--- src/rtl/stkx_pkg.sv ---
package stkx_pkg;

  parameter int unsigned BYTE_W   = 8;
  parameter int unsigned ZP_AW    = 8;
  parameter int unsigned OPC_W    = 3;
  parameter int unsigned CELL_LEN = 2;

  typedef logic [BYTE_W-1:0] byte_t;
  typedef logic [ZP_AW-1:0]  zaddr_t;
  typedef logic [OPC_W-1:0]  opc_t;

  localparam opc_t OPC_DROP = opc_t'(0);
  localparam opc_t OPC_COMMIT = opc_t'(1);
  localparam opc_t OPC_PUT  = opc_t'(2);
  localparam opc_t OPC_GET  = opc_t'(3);
  localparam opc_t OPC_TEST = opc_t'(4);

  typedef enum logic [2:0] {
    ST_IDLE,
    ST_ACC0,
    ST_ACC1,
    ST_CAP,
    ST_FIN
  } state_t;

  typedef struct packed {
    byte_t  a;
    zaddr_t x;
    byte_t  y;
    logic   n;
    logic   z;
  } regs_t;

  function automatic zaddr_t idx_up(zaddr_t x);
    return x + zaddr_t'(CELL_LEN);
  endfunction

  function automatic zaddr_t idx_dn(zaddr_t x);
    return x - zaddr_t'(CELL_LEN);
  endfunction

  function automatic zaddr_t pair_addr(zaddr_t x, logic hi);
    return x - zaddr_t'(CELL_LEN) + zaddr_t'(hi);
  endfunction

  function automatic logic pair_zero(byte_t lo, byte_t hi);
    return (lo == '0) && (hi == '0);
  endfunction

  function automatic logic pair_neg(byte_t hi);
    return hi[BYTE_W-1];
  endfunction

  function automatic logic op_uses_mem(opc_t op);
    return (op == OPC_PUT) || (op == OPC_GET);
  endfunction

  function automatic regs_t launch(opc_t op, regs_t cur);
    regs_t r;
    r = cur;
    case (op)
      OPC_DROP:   r.x = idx_up(cur.x);
      OPC_COMMIT: r.x = idx_dn(cur.x);
      OPC_TEST: begin
        r.z = pair_zero(cur.a, cur.y);
        r.n = pair_neg(cur.y);
      end
      default: ;
    endcase
    return r;
  endfunction

endpackage

--- src/rtl/stkx_seq.sv ---
module stkx_seq
  import stkx_pkg::*;
(
  input  logic clk,
  input  logic rst_n,
  input  logic start,
  input  opc_t opcode,
  output opc_t op_q,
  output logic accept,
  output logic done,
  output logic acc_lo,
  output logic acc_hi,
  output logic cap_lo,
  output logic cap_hi
);

  state_t state;
  state_t nxt;
  logic   busy;
  logic   is_get;

  assign busy   = (state != ST_IDLE);
  assign accept = start && !busy;
  assign done   = (state == ST_FIN);
  assign acc_lo = (state == ST_ACC0);
  assign acc_hi = (state == ST_ACC1);
  assign is_get = (op_q == OPC_GET);
  assign cap_lo = acc_hi && is_get;
  assign cap_hi = (state == ST_CAP);

  always_comb begin
    nxt = state;
    case (state)
      ST_IDLE: if (accept) nxt = op_uses_mem(opcode) ? ST_ACC0 : ST_FIN;
      ST_ACC0: nxt = ST_ACC1;
      ST_ACC1: nxt = is_get ? ST_CAP : ST_FIN;
      ST_CAP:  nxt = ST_FIN;
      ST_FIN:  nxt = ST_IDLE;
      default: nxt = ST_IDLE;
    endcase
  end

  always_ff @(posedge clk) begin
    if (!rst_n) begin
      state <= ST_IDLE;
      op_q  <= '0;
    end else begin
      state <= nxt;
      if (accept) op_q <= opcode;
    end
  end

  // done lasts exactly one cycle
  assert_done_pulse_R9: assert property (@(posedge clk) disable iff (!rst_n)
    done |=> !done);

  // the latched opcode cannot be replaced mid-flight
  assert_op_hold_R8: assert property (@(posedge clk) disable iff (!rst_n)
    (busy && $past(busy)) |-> $stable(op_q));

  // second access immediately follows the first
  assert_hi_after_lo_R4: assert property (@(posedge clk) disable iff (!rst_n)
    acc_hi |-> $past(acc_lo));

  // a store finishes right after its second access
  assert_put_done_R4: assert property (@(posedge clk) disable iff (!rst_n)
    (done && op_q == OPC_PUT) |-> $past(acc_hi));

endmodule

--- src/rtl/stkx_regs.sv ---
module stkx_regs
  import stkx_pkg::*;
(
  input  logic  clk,
  input  logic  rst_n,
  input  logic  accept,
  input  opc_t  opcode,
  input  opc_t  op_q,
  input  logic  done,
  input  logic  cap_lo,
  input  logic  cap_hi,
  input  byte_t mem_rdata,
  input  regs_t cur,
  output regs_t res
);

  always_ff @(posedge clk) begin
    if (!rst_n) begin
      res <= '0;
    end else if (accept) begin
      res <= launch(opcode, cur);
    end else if (cap_lo) begin
      res.a <= mem_rdata;
    end else if (cap_hi) begin
      res.y <= mem_rdata;
    end
  end

  assert_drop_step_R2: assert property (@(posedge clk) disable iff (!rst_n)
    (done && op_q == OPC_DROP) |-> res.x == zaddr_t'($past(cur.x) + zaddr_t'(2)));

  assert_commit_step_R3: assert property (@(posedge clk) disable iff (!rst_n)
    (done && op_q == OPC_COMMIT) |-> res.x == zaddr_t'($past(cur.x) - zaddr_t'(2)));

  assert_get_keeps_x_R5: assert property (@(posedge clk) disable iff (!rst_n)
    cap_hi |-> $stable(res.x) && $stable(res.n) && $stable(res.z));

  assert_test_flags_R6: assert property (@(posedge clk) disable iff (!rst_n)
    (done && op_q == OPC_TEST) |->
      (res.z == ((res.a == '0) && (res.y == '0))) && (res.n == res.y[BYTE_W-1]));

  assert_ignored_op_R7: assert property (@(posedge clk) disable iff (!rst_n)
    (done && op_q > OPC_TEST) |-> res == $past(cur));

endmodule

--- src/rtl/stkx_mport.sv ---
module stkx_mport
  import stkx_pkg::*;
(
  input  logic   clk,
  input  logic   rst_n,
  input  logic   acc_lo,
  input  logic   acc_hi,
  input  opc_t   op_q,
  input  regs_t  res,
  output logic   mem_req,
  output logic   mem_we,
  output zaddr_t mem_addr,
  output byte_t  mem_wdata
);

  assign mem_req   = acc_lo || acc_hi;
  assign mem_we    = mem_req && (op_q == OPC_PUT);
  assign mem_addr  = pair_addr(res.x, acc_hi);
  assign mem_wdata = acc_hi ? res.y : res.a;

  // high byte address is the low byte address plus one, wrapping in zero page
  assert_pair_adjacent_R4: assert property (@(posedge clk) disable iff (!rst_n)
    acc_hi |-> mem_addr == zaddr_t'($past(mem_addr) + zaddr_t'(1)));

endmodule

--- src/rtl/stkx_unit.sv ---
module stkx_unit
  import stkx_pkg::*;
(
  input  logic              clk,
  input  logic              rst_n,
  input  logic              start,
  input  logic [OPC_W-1:0]  opcode,
  input  logic [BYTE_W-1:0] a_in,
  input  logic [ZP_AW-1:0]  x_in,
  input  logic [BYTE_W-1:0] y_in,
  input  logic              n_in,
  input  logic              z_in,
  input  logic [BYTE_W-1:0] mem_rdata,
  output logic              done,
  output logic [BYTE_W-1:0] a_out,
  output logic [ZP_AW-1:0]  x_out,
  output logic [BYTE_W-1:0] y_out,
  output logic              n_out,
  output logic              z_out,
  output logic              mem_req,
  output logic              mem_we,
  output logic [ZP_AW-1:0]  mem_addr,
  output logic [BYTE_W-1:0] mem_wdata
);

  opc_t  op_q;
  logic  accept;
  logic  acc_lo;
  logic  acc_hi;
  logic  cap_lo;
  logic  cap_hi;
  regs_t cur;
  regs_t res;

  assign cur.a = a_in;
  assign cur.x = x_in;
  assign cur.y = y_in;
  assign cur.n = n_in;
  assign cur.z = z_in;

  stkx_seq u_seq (
    .clk    (clk),
    .rst_n  (rst_n),
    .start  (start),
    .opcode (opcode),
    .op_q   (op_q),
    .accept (accept),
    .done   (done),
    .acc_lo (acc_lo),
    .acc_hi (acc_hi),
    .cap_lo (cap_lo),
    .cap_hi (cap_hi)
  );

  stkx_regs u_regs (
    .clk       (clk),
    .rst_n     (rst_n),
    .accept    (accept),
    .opcode    (opcode),
    .op_q      (op_q),
    .done      (done),
    .cap_lo    (cap_lo),
    .cap_hi    (cap_hi),
    .mem_rdata (mem_rdata),
    .cur       (cur),
    .res       (res)
  );

  stkx_mport u_mport (
    .clk       (clk),
    .rst_n     (rst_n),
    .acc_lo    (acc_lo),
    .acc_hi    (acc_hi),
    .op_q      (op_q),
    .res       (res),
    .mem_req   (mem_req),
    .mem_we    (mem_we),
    .mem_addr  (mem_addr),
    .mem_wdata (mem_wdata)
  );

  assign a_out = res.a;
  assign x_out = res.x;
  assign y_out = res.y;
  assign n_out = res.n;
  assign z_out = res.z;

  assert_req_not_done_R9: assert property (@(posedge clk) disable iff (!rst_n)
    mem_req |-> !done);

  // writes only come from the store opcode
  assert_write_only_put_R9: assert property (@(posedge clk) disable iff (!rst_n)
    mem_we |-> mem_req && (op_q == OPC_PUT));

endmodule

--- config.mk ---
export PLATFORM = sky130hd
export DESIGN_NAME = stkx_unit
export DESIGN_NICKNAME = d
export VERILOG_FILES = /design/src/rtl/stkx_pkg.sv /design/src/rtl/stkx_seq.sv /design/src/rtl/stkx_regs.sv /design/src/rtl/stkx_mport.sv /design/src/rtl/stkx_unit.sv
export SDC_FILE = /design/constraint.sdc
export NUM_CORES = 1
export LEC_CHECK = 0
export ABC_AREA = 0
export BUFFER_PORTS_ARGS = -buffer_cell sky130_fd_sc_hd__buf_2
export CORE_ASPECT_RATIO = 2
export CORE_MARGIN = 2
export CORE_UTILIZATION = 35
export CTS_CLUSTER_SIZE = 40
export DETAILED_ROUTE_END_ITERATION = 8
export GPL_ROUTABILITY_DRIVEN = 0
export PLACE_DENSITY = 0.71
export SYNTH_ARGS = -nofsm -noshare
export SYNTH_HDL_FRONTEND = slang
export SYNTH_SLANG_ARGS = --single-unit
--- constraint.sdc ---
create_clock -name clk -period 3.3 [get_ports clk]
set_clock_uncertainty 0.2 [all_clocks]
set_input_delay 0.165 -clock clk [delete_from_list [all_inputs] [get_ports clk]]
set_output_delay 0.165 -clock clk [all_outputs]
set_load 0.01 [all_outputs]
==> results.md, run 1 <==
* **simple logic cell fraction of the synthesized area** 25.5%
* **antenna violations before repair** 0
* **syn nets** 267
* **clock tree from TritonCTS** built
* **min-delay worst type** input pin to flop
* **top-area cell type share of the netlist area** 34.4%
* **required time of the worst setup path** 3.32 ns
* **largest net degree at the start of global routing** 38
* **Seq/Total Area, Yosys** 34.4%
* **time the worst path needs with I/O delays and setup** 2.73 ns
* **met3 wire len** 266 um
* **floorplan die width** 55.6 um
* **total detailed-routing wirelength** 5.74 mm
* **number of global-route vias before repair** 2026
* **antenna-violating nets left** 0
* **CP endpoint kind** flop
* **number of slew-limit violations in the final report** 0
* **Worst Max-Slew Pin Slew** 1.02 ns
* **buffer levels on the longest clock path** 2
* **H-tree lvl count** 2
* **number of buffers inserted by hold repair at cts** 23
* **f_max** 366 MHz
* **net count of the finished layout** 369
* **cell area after layout** 2620 um2
* **clock transition at the register clock pins on the worst setup and hold paths after CTS** 0.06 ns
* **die area** 5950 um2
* **Starting DRT DRC Count** 31
* **max-cap check violation count** 0
* **clock tree root driver cell** sky130_fd_sc_hd__clkbuf_8
* **number of standard cells after synthesis** 224
* **post-CTS repair timing setup buffer count** 0
* **flop and latch count out of synthesis** 32
* **biggest area contributors in the synthesized netlist** sky130_fd_sc_hd__dfxtp_1, sky130_fd_sc_hd__mux2i_1, sky130_fd_sc_hd__mux2_2, sky130_fd_sc_hd__nand2_1, sky130_fd_sc_hd__o21ai_0
* **total routed wire length on the met1 layer** 2.11 mm
* **adder-cell area share of the yosys netlist** 2.02%
* **number of gates given a new drive strength after cts** 0
* **I/O pin count** 85
* **run status** completed
* **post-route fraction of the period consumed by the critical path** 82.7%
* **final setup violating endpoints** 0
* **core area** 5140 um2
* **residual overflow from global routing** 0
* **mean cell area of the mapped netlist** 8.31 um2
* **vias per std cell** 5.34
* **post-synthesis xor/xnor area fraction** 5.17%
* **Final Hold Vio Count** 0
* **startpoint types** flop
* **total iterations of the first detailed-routing run** 4
* **number of core rows** 37
* **input/output buffers** 84
* **global-route usage over all layers** 19.8%
* **most common cell in the netlist** sky130_fd_sc_hd__dfxtp_1
* **Final Non-Filler Cells** 384
* **mean routed wirelength per cell** 15.0 um
* **area added between synthesis and finish** 40.9%
* **Core Util, Final** 51.0%
* **CTS sink cnt** 32
* **crit path kind** flop to flop
* **clock latency of the later-clocked register in the worst-skew pair** 0.28 ns
* **total vias in the final route** 2051
* **Yosys warning total** 0
* **critical path arrival** 2.76 ns
* **number of buffers inserted during clock tree synthesis** 5
* **most common library cells after synthesis** sky130_fd_sc_hd__dfxtp_1, sky130_fd_sc_hd__nand2_1, sky130_fd_sc_hd__nor2_1
* **fraction of registers with async set/reset** 0%
* **largest family of logic cells by synthesized area** simple AND/OR/NAND/NOR gates
* **top cell type by total area after synthesis** sky130_fd_sc_hd__dfxtp_1
* **die outline height** 107 um
* **post-detailed-placement cell area** 2310 um2
* **starting utilization of the core area** 36.2%
* **total length of routed met2 wires** 3.22 mm
* **worst max-slew margin expressed relative to the limit** 31.9%
* **highest routing layer actually used** met4
* **static leakage** 1.16 nW
* **number of distinct standard cells referenced by the synthesized netlist** 45
* **layout cells sized above 1** 33.4%
* **Primary FF master, synth** sky130_fd_sc_hd__dfxtp_1
* **Cell Area, Synth** 1860 um2
* **final HPWL from detailed placement** 4.24 mm
* **Synth Area in Compound Gates** 17.4%
* **RSZ-0062 raised after global routing** no
* **critical path fanouts, max** 37
* **fraction of synthesized area in multiplexers** 10.2%
* **remaining routing DRC violations** 0
* **total negative slack** 0 ns
* **worst supply voltage drop on vdd** 0.000247 V
* **pwr/cell area** 388 nW/um2
* **first-pass GRT wire length** 9.45 mm
* **number of enable flip-flop cells after synthesis** 0
* **number of diodes** 0
* **cell total after placement** 354
## power by group
group	internal, W	leakage (nW)	switching (W)
clock network	0.000143	0.0410	0.000136
logic	0.000135	0.851	0.000152
registers	0.000420	0.265	0.0000315
## metrics by stage
step	total power, W	hold WS, ns	setup WS [ns]
finish	0.00102	0.00450	0.569
global route	0.00108	0.0247	0.373
CTS	0.00103	0.000102	0.594
detailed placement	0.000722	0.216	0.973
global placement	0.000718	0.210	1.01
floorplan	0.000603	0.101	1.17
## final cells by class
cell class / count / area, um2
Fill cell: 501 / 2520
Multi-Input combinational cell: 171 / 1140
Timing Repair Buffer: 110 / 673
Sequential cell: 32 / 641
Clock buffer: 6 / 72.6
Tap cell: 58 / 72.6
Inverter: 6 / 22.5
Clock inverter: 1 / 5.00
## sequential cells by signal, summed over array words and instances (netlist names)
signal,cells
u_regs.res,26
u_seq.op_q,3
u_seq.state,3
## worst paths after layout
check            startpoint             to  slack [ns]  cells after the start
max reg2reg  u_seq.state[0]  u_regs.res[3]        0.57                      5
max          u_seq.state[0]  u_regs.res[3]        0.57                      5
min            mem_rdata[7]  u_regs.res[9]       0.004                      3
min reg2reg   u_seq.op_q[2]  u_seq.op_q[2]        0.28                      2
## critical path, cell delays in order, from the launching register on
cell                            delay, ns
sky130_fd_sc_hd__dfxtp_1             0.73
sky130_fd_sc_hd__nor2_1              0.22
sky130_fd_sc_hd__nand3b_2            0.60
sky130_fd_sc_hd__nor2_1              0.09
sky130_fd_sc_hd__a311oi_1            0.25
sky130_fd_sc_hd__dlygate4sd3_1       0.58
## routing by layer
metal	vias up	track usage [%]
met1	946	20.1
met3	10	2.90
met2	72	38.4
li1	1023	-
met5	-	0
met4	0	9.23
## cells in the final DEF, fill, tap and decap left out, types with 2 or more instances in the layout
| master | count |
|---|---|
| sky130_fd_sc_hd__a21oi_2 | 2 |
| sky130_fd_sc_hd__inv_1 | 5 |
| sky130_fd_sc_hd__nor2b_1 | 2 |
| sky130_fd_sc_hd__nor3b_2 | 2 |
| sky130_fd_sc_hd__xor2_1 | 6 |
| sky130_fd_sc_hd__nand2_1 | 24 |
| sky130_fd_sc_hd__clkbuf_8 | 5 |
| sky130_fd_sc_hd__nor3_1 | 6 |
| sky130_fd_sc_hd__dlygate4sd3_1 | 23 |
| sky130_fd_sc_hd__mux2_2 | 8 |
| sky130_fd_sc_hd__mux2i_1 | 10 |
| sky130_fd_sc_hd__nor4_1 | 5 |
| sky130_fd_sc_hd__a21oi_1 | 14 |
| sky130_fd_sc_hd__nor3b_1 | 2 |
| sky130_fd_sc_hd__dfxtp_1 | 32 |
| sky130_fd_sc_hd__ha_1 | 3 |
| sky130_fd_sc_hd__a31oi_1 | 3 |
| sky130_fd_sc_hd__or4_1 | 2 |
| sky130_fd_sc_hd__nand3_1 | 10 |
| sky130_fd_sc_hd__or3_1 | 2 |
| sky130_fd_sc_hd__xnor2_1 | 5 |
| sky130_fd_sc_hd__buf_2 | 84 |
| sky130_fd_sc_hd__a311oi_1 | 9 |
| sky130_fd_sc_hd__nor2_1 | 19 |
| sky130_fd_sc_hd__o21ai_0 | 17 |
| sky130_fd_sc_hd__buf_4 | 3 |
| sky130_fd_sc_hd__a211oi_1 | 3 |
## logic make-up (layout without fill, tap and decap cells)
| logic type | count (synthesis) | in the layout |
|---|---|---|
| xor gates and xnor gates | 11 | 11 |
| muxes | 18 | 18 |
| buffers and inverters | 21 | 123 |
| and+or+nand+nor | 87 | 87 |
| DFF | 32 | 32 |
| AOI/OAI and AO/OA | 52 | 52 |
| adders and majority gates | 3 | 3 |
(Power assumes the default switching activity.)
==> inputs of run 2 (changes only) <==
--- a/config.mk
+++ b/config.mk
@@ -13,7 +13,7 @@
 export CTS_CLUSTER_SIZE = 40
 export DETAILED_ROUTE_END_ITERATION = 8
 export GPL_ROUTABILITY_DRIVEN = 0
-export PLACE_DENSITY = 0.71
+export PLACE_DENSITY = 0.73
 export SYNTH_ARGS = -nofsm -noshare
 export SYNTH_HDL_FRONTEND = slang
 export SYNTH_SLANG_ARGS = --single-unit
==> constraint.sdc (replaced) <==
create_clock -name clk -period 2.5 [get_ports clk]
set_clock_uncertainty 0.2 [all_clocks]
set_input_delay 0.125 -clock clk [delete_from_list [all_inputs] [get_ports clk]]
set_output_delay 0.125 -clock clk [all_outputs]
set_load 0.01 [all_outputs]
==> run 2 against run 1 <==
Sequential share of layout area fell by 2.1 points. Final area rose by 9.4%. Critical path depth rose by 2. Non-clock buffer count rose by 24. Sequential power rose by 32%. Utilization rose by 4.8 points. Die area did not move. Global-route usage rose by 1.8 points. Register-to-register slack got worse by 0.41 ns. Critical path type is now input pin to flop. Largest power group unchanged.
==> results.md, run 2 (synthesized netlist as in run 1, its figures left out) <==
* **CP endpoint kind** flop, unchanged
* **launch point of the critical path** a_in[6], was u_seq.state[0]
* **Post-Place Setup Slack** 0.320 ns, was 0.973 ns
* **input/output buffers** 84, unchanged
* **area of combinational cells with multiple inputs** 1160 um2, was 1140 um2
* **number of buffers inserted during clock tree synthesis** 5, unchanged
* **clock tree root driver cell** sky130_fd_sc_hd__clkbuf_8, unchanged
* **antenna violations before repair** 0, unchanged
* **clock transition at the register clock pins on the worst setup and hold paths after CTS** 0.06 ns, about the same
* **vias per std cell** 5.39, was 5.34
* **required time of the worst setup path** 2.52 ns, was 3.32 ns
* **number of global-route vias before repair** 2271, was 2026
* **worst max-slew margin expressed relative to the limit** 76.9%, was 31.9%
* **first-pass GRT wire length** 10.1 mm, was 9.45 mm
* **cell type of the slowest stage on the worst timing path** sky130_fd_sc_hd__dlygate4sd3_1, was sky130_fd_sc_hd__dfxtp_1
* **Final Non-Filler Cells** 408, was 384
* **crit path kind** input pin to flop, was flop to flop
* **time the worst path needs with I/O delays and setup** 2.40 ns
* **buffer levels on the longest clock path** 2, unchanged
* **Starting DRT DRC Count** 84, was 31
* **Final Hold Vio Count** 0, unchanged
* **largest registers** u_regs.res x26, u_seq.op_q x3, u_seq.state x3, unchanged
* **die outline height** 107 um, unchanged
* **die area** 5950 um2, unchanged
* **max-cap check violation count** 0, unchanged
* **number of diodes** 0, unchanged
* **total detailed-routing wirelength** 6.31 mm, was 5.74 mm
* **starting utilization of the core area** 36.2%, unchanged
* **Crit Reg-Reg Startpoint** u_seq.state[0], unchanged
* **I/O pin count** 85, unchanged
* **total vias in the final route** 2199, was 2051
* **mean routed wirelength per cell** 15.5 um, was 15.0 um
* **startpoint types** input pin, was flop
* **critical path arrival** 2.42 ns, was 2.76 ns
* **worst supply voltage drop on vdd** 0.000349 V, was 0.000247 V
* **antenna-violating nets left** 0, unchanged
* **largest net degree at the start of global routing** 37, was 38
* **number of flip-flops under the largest register name** 26, unchanged
* **pwr/cell area** 483 nW/um2, was 388 nW/um2
* **global-route usage over all layers** 21.6%, was 19.8%
* **core area** 5140 um2, unchanged
* **commonest non-fill, non-tap cell in the layout** sky130_fd_sc_hd__buf_2, unchanged
* **remaining routing DRC violations** 0, unchanged
* **count of buffering cells on the critical path with inverters included** 3, was 1
* **most repeated library cell on the critical path** sky130_fd_sc_hd__dlygate4sd3_1, was sky130_fd_sc_hd__nor2_1
* **static leakage** 1.29 nW, was 1.16 nW
* **number of core rows** 37, unchanged
* **start point of the worst hold path** x_in[1], was mem_rdata[7]
* **overall power consumption** 0.00139 W, was 0.00102 W
* **min-delay worst type** input pin to flop, unchanged
* **total negative slack** 0 ns, unchanged
* **Final Worst Setup Slack** 0.101 ns, was 0.569 ns
* **area added between synthesis and finish** 54.2%, was 40.9%
* **final setup violating endpoints** 0, unchanged
* **cell area after layout** 2870 um2, was 2620 um2
* **stage delay of the slowest cell on the critical path** 0.56 ns, was 0.73 ns
* **CTS sink cnt** 32, unchanged
* **net count of the finished layout** 393, was 369
* **run status** completed, unchanged
* **residual overflow from global routing** 0, unchanged
* **critical path, cell by cell** dlygate4sd3_1, buf_2, or4_1, nor3_1, nand3_1, a31oi_1, dlygate4sd3_1, was nor2_1, nand3b_2, nor2_1, a311oi_1, dlygate4sd3_1
* **number of slew-limit violations in the final report** 0, unchanged
* **f_max** 417 MHz
* **largest delay contributor family on the critical path** buffers and inverters, was simple AND/OR/NAND/NOR gates
* **footprint of the flip-flops and latches** 642 um2, was 641 um2
* **clock latency of the later-clocked register in the worst-skew pair** 0.28 ns, about the same
* **largest reg by FF count** u_regs.res, unchanged
* **RSZ-0062 raised after global routing** no, unchanged
* **post-route fraction of the period consumed by the critical path** 96.0%
* **clock tree from TritonCTS** built, unchanged
* **H-tree lvl count** 2, unchanged
* **cell total after placement** 359, was 354
* **Layout fillers** 479, was 501
* **Worst Max-Slew Pin Slew** 0.344 ns, was 1.02 ns
* **critical path fanouts, max** 2, was 37
* **floorplan die width** 55.6 um, unchanged
* **layout cells sized above 1** 34.6%, was 33.4%
* **leading cell types in the layout, fill and taps excluded** sky130_fd_sc_hd__buf_2, sky130_fd_sc_hd__dlygate4sd3_1, sky130_fd_sc_hd__dfxtp_1, was sky130_fd_sc_hd__buf_2, sky130_fd_sc_hd__dfxtp_1, sky130_fd_sc_hd__nand2_1
* **total iterations of the first detailed-routing run** 4, unchanged
* **post-detailed-placement cell area** 2350 um2, was 2310 um2
* **final HPWL from detailed placement** 4.48 mm, was 4.24 mm
==> run 2: cell type report <==
type / instances / area share [%]
timing repair buffer: 134 / 31.3
clock buffer: 6 / 2.53
inverter: 6 / 0.785
clock inverter: 1 / 0.174
tap: 58 / 2.53
multi-input combinational: 171 / 40.3
sequential: 32 / 22.4
==> run 2: final timing paths <==
path                                  endpoint  slack (ns)  cells past startpoint
worst max register to register   u_regs.res[8]        0.16                      7
worst min register to register   u_seq.op_q[2]        0.27                      2
worst max-delay path             u_regs.res[0]        0.10                      7
worst min-delay path            u_regs.res[11]        0.02                      3
==> run 2: where the power goes <==
group / leakage, nW / switching (W) / internal [W]
Combinational: 0.981 / 0.000212 / 0.000210
Sequential: 0.265 / 0.0000400 / 0.000555
Clock: 0.0410 / 0.000181 / 0.000189
==> run 2: tightest hold or removal path: stages <==
cell	delay, ns
sky130_fd_sc_hd__buf_2	0.13
sky130_fd_sc_hd__xnor2_1	0.14
sky130_fd_sc_hd__a211oi_1	0.07
==> run 2: what timing repair did <==
| item | CTS | global route |
|---|---|---|
| setup endpoints to repair | 0 | 10 |
| resized for setup | 0 | 7 |
| buffers inserted | 0 | 2 |
| endpoints found under the hold margin | 24 | 0 |
| hold buffers | 40 | 0 |
==> run 2: routing by layer <==
metal	share of wire (%)	routed length, um	global-route usage [%]	vias to the layer above
li1	-	-	-	1068
met5	0	0	0	-
met3	4.9	312	3.62	10
met1	34	2150	19.4	1030
met4	2.0	128	11.5	0
met2	59	3730	43.7	91
==> run 2: metrics by stage <==
stage / util, % / hold slack (ns)
floorplan: - / 0.0610
global route: 55.9 / 0.0301
CTS: 55.1 / 0.0182
finish: 55.9 / 0.0242
global placement: 45.8 / 0.169
detailed placement: 45.8 / 0.176
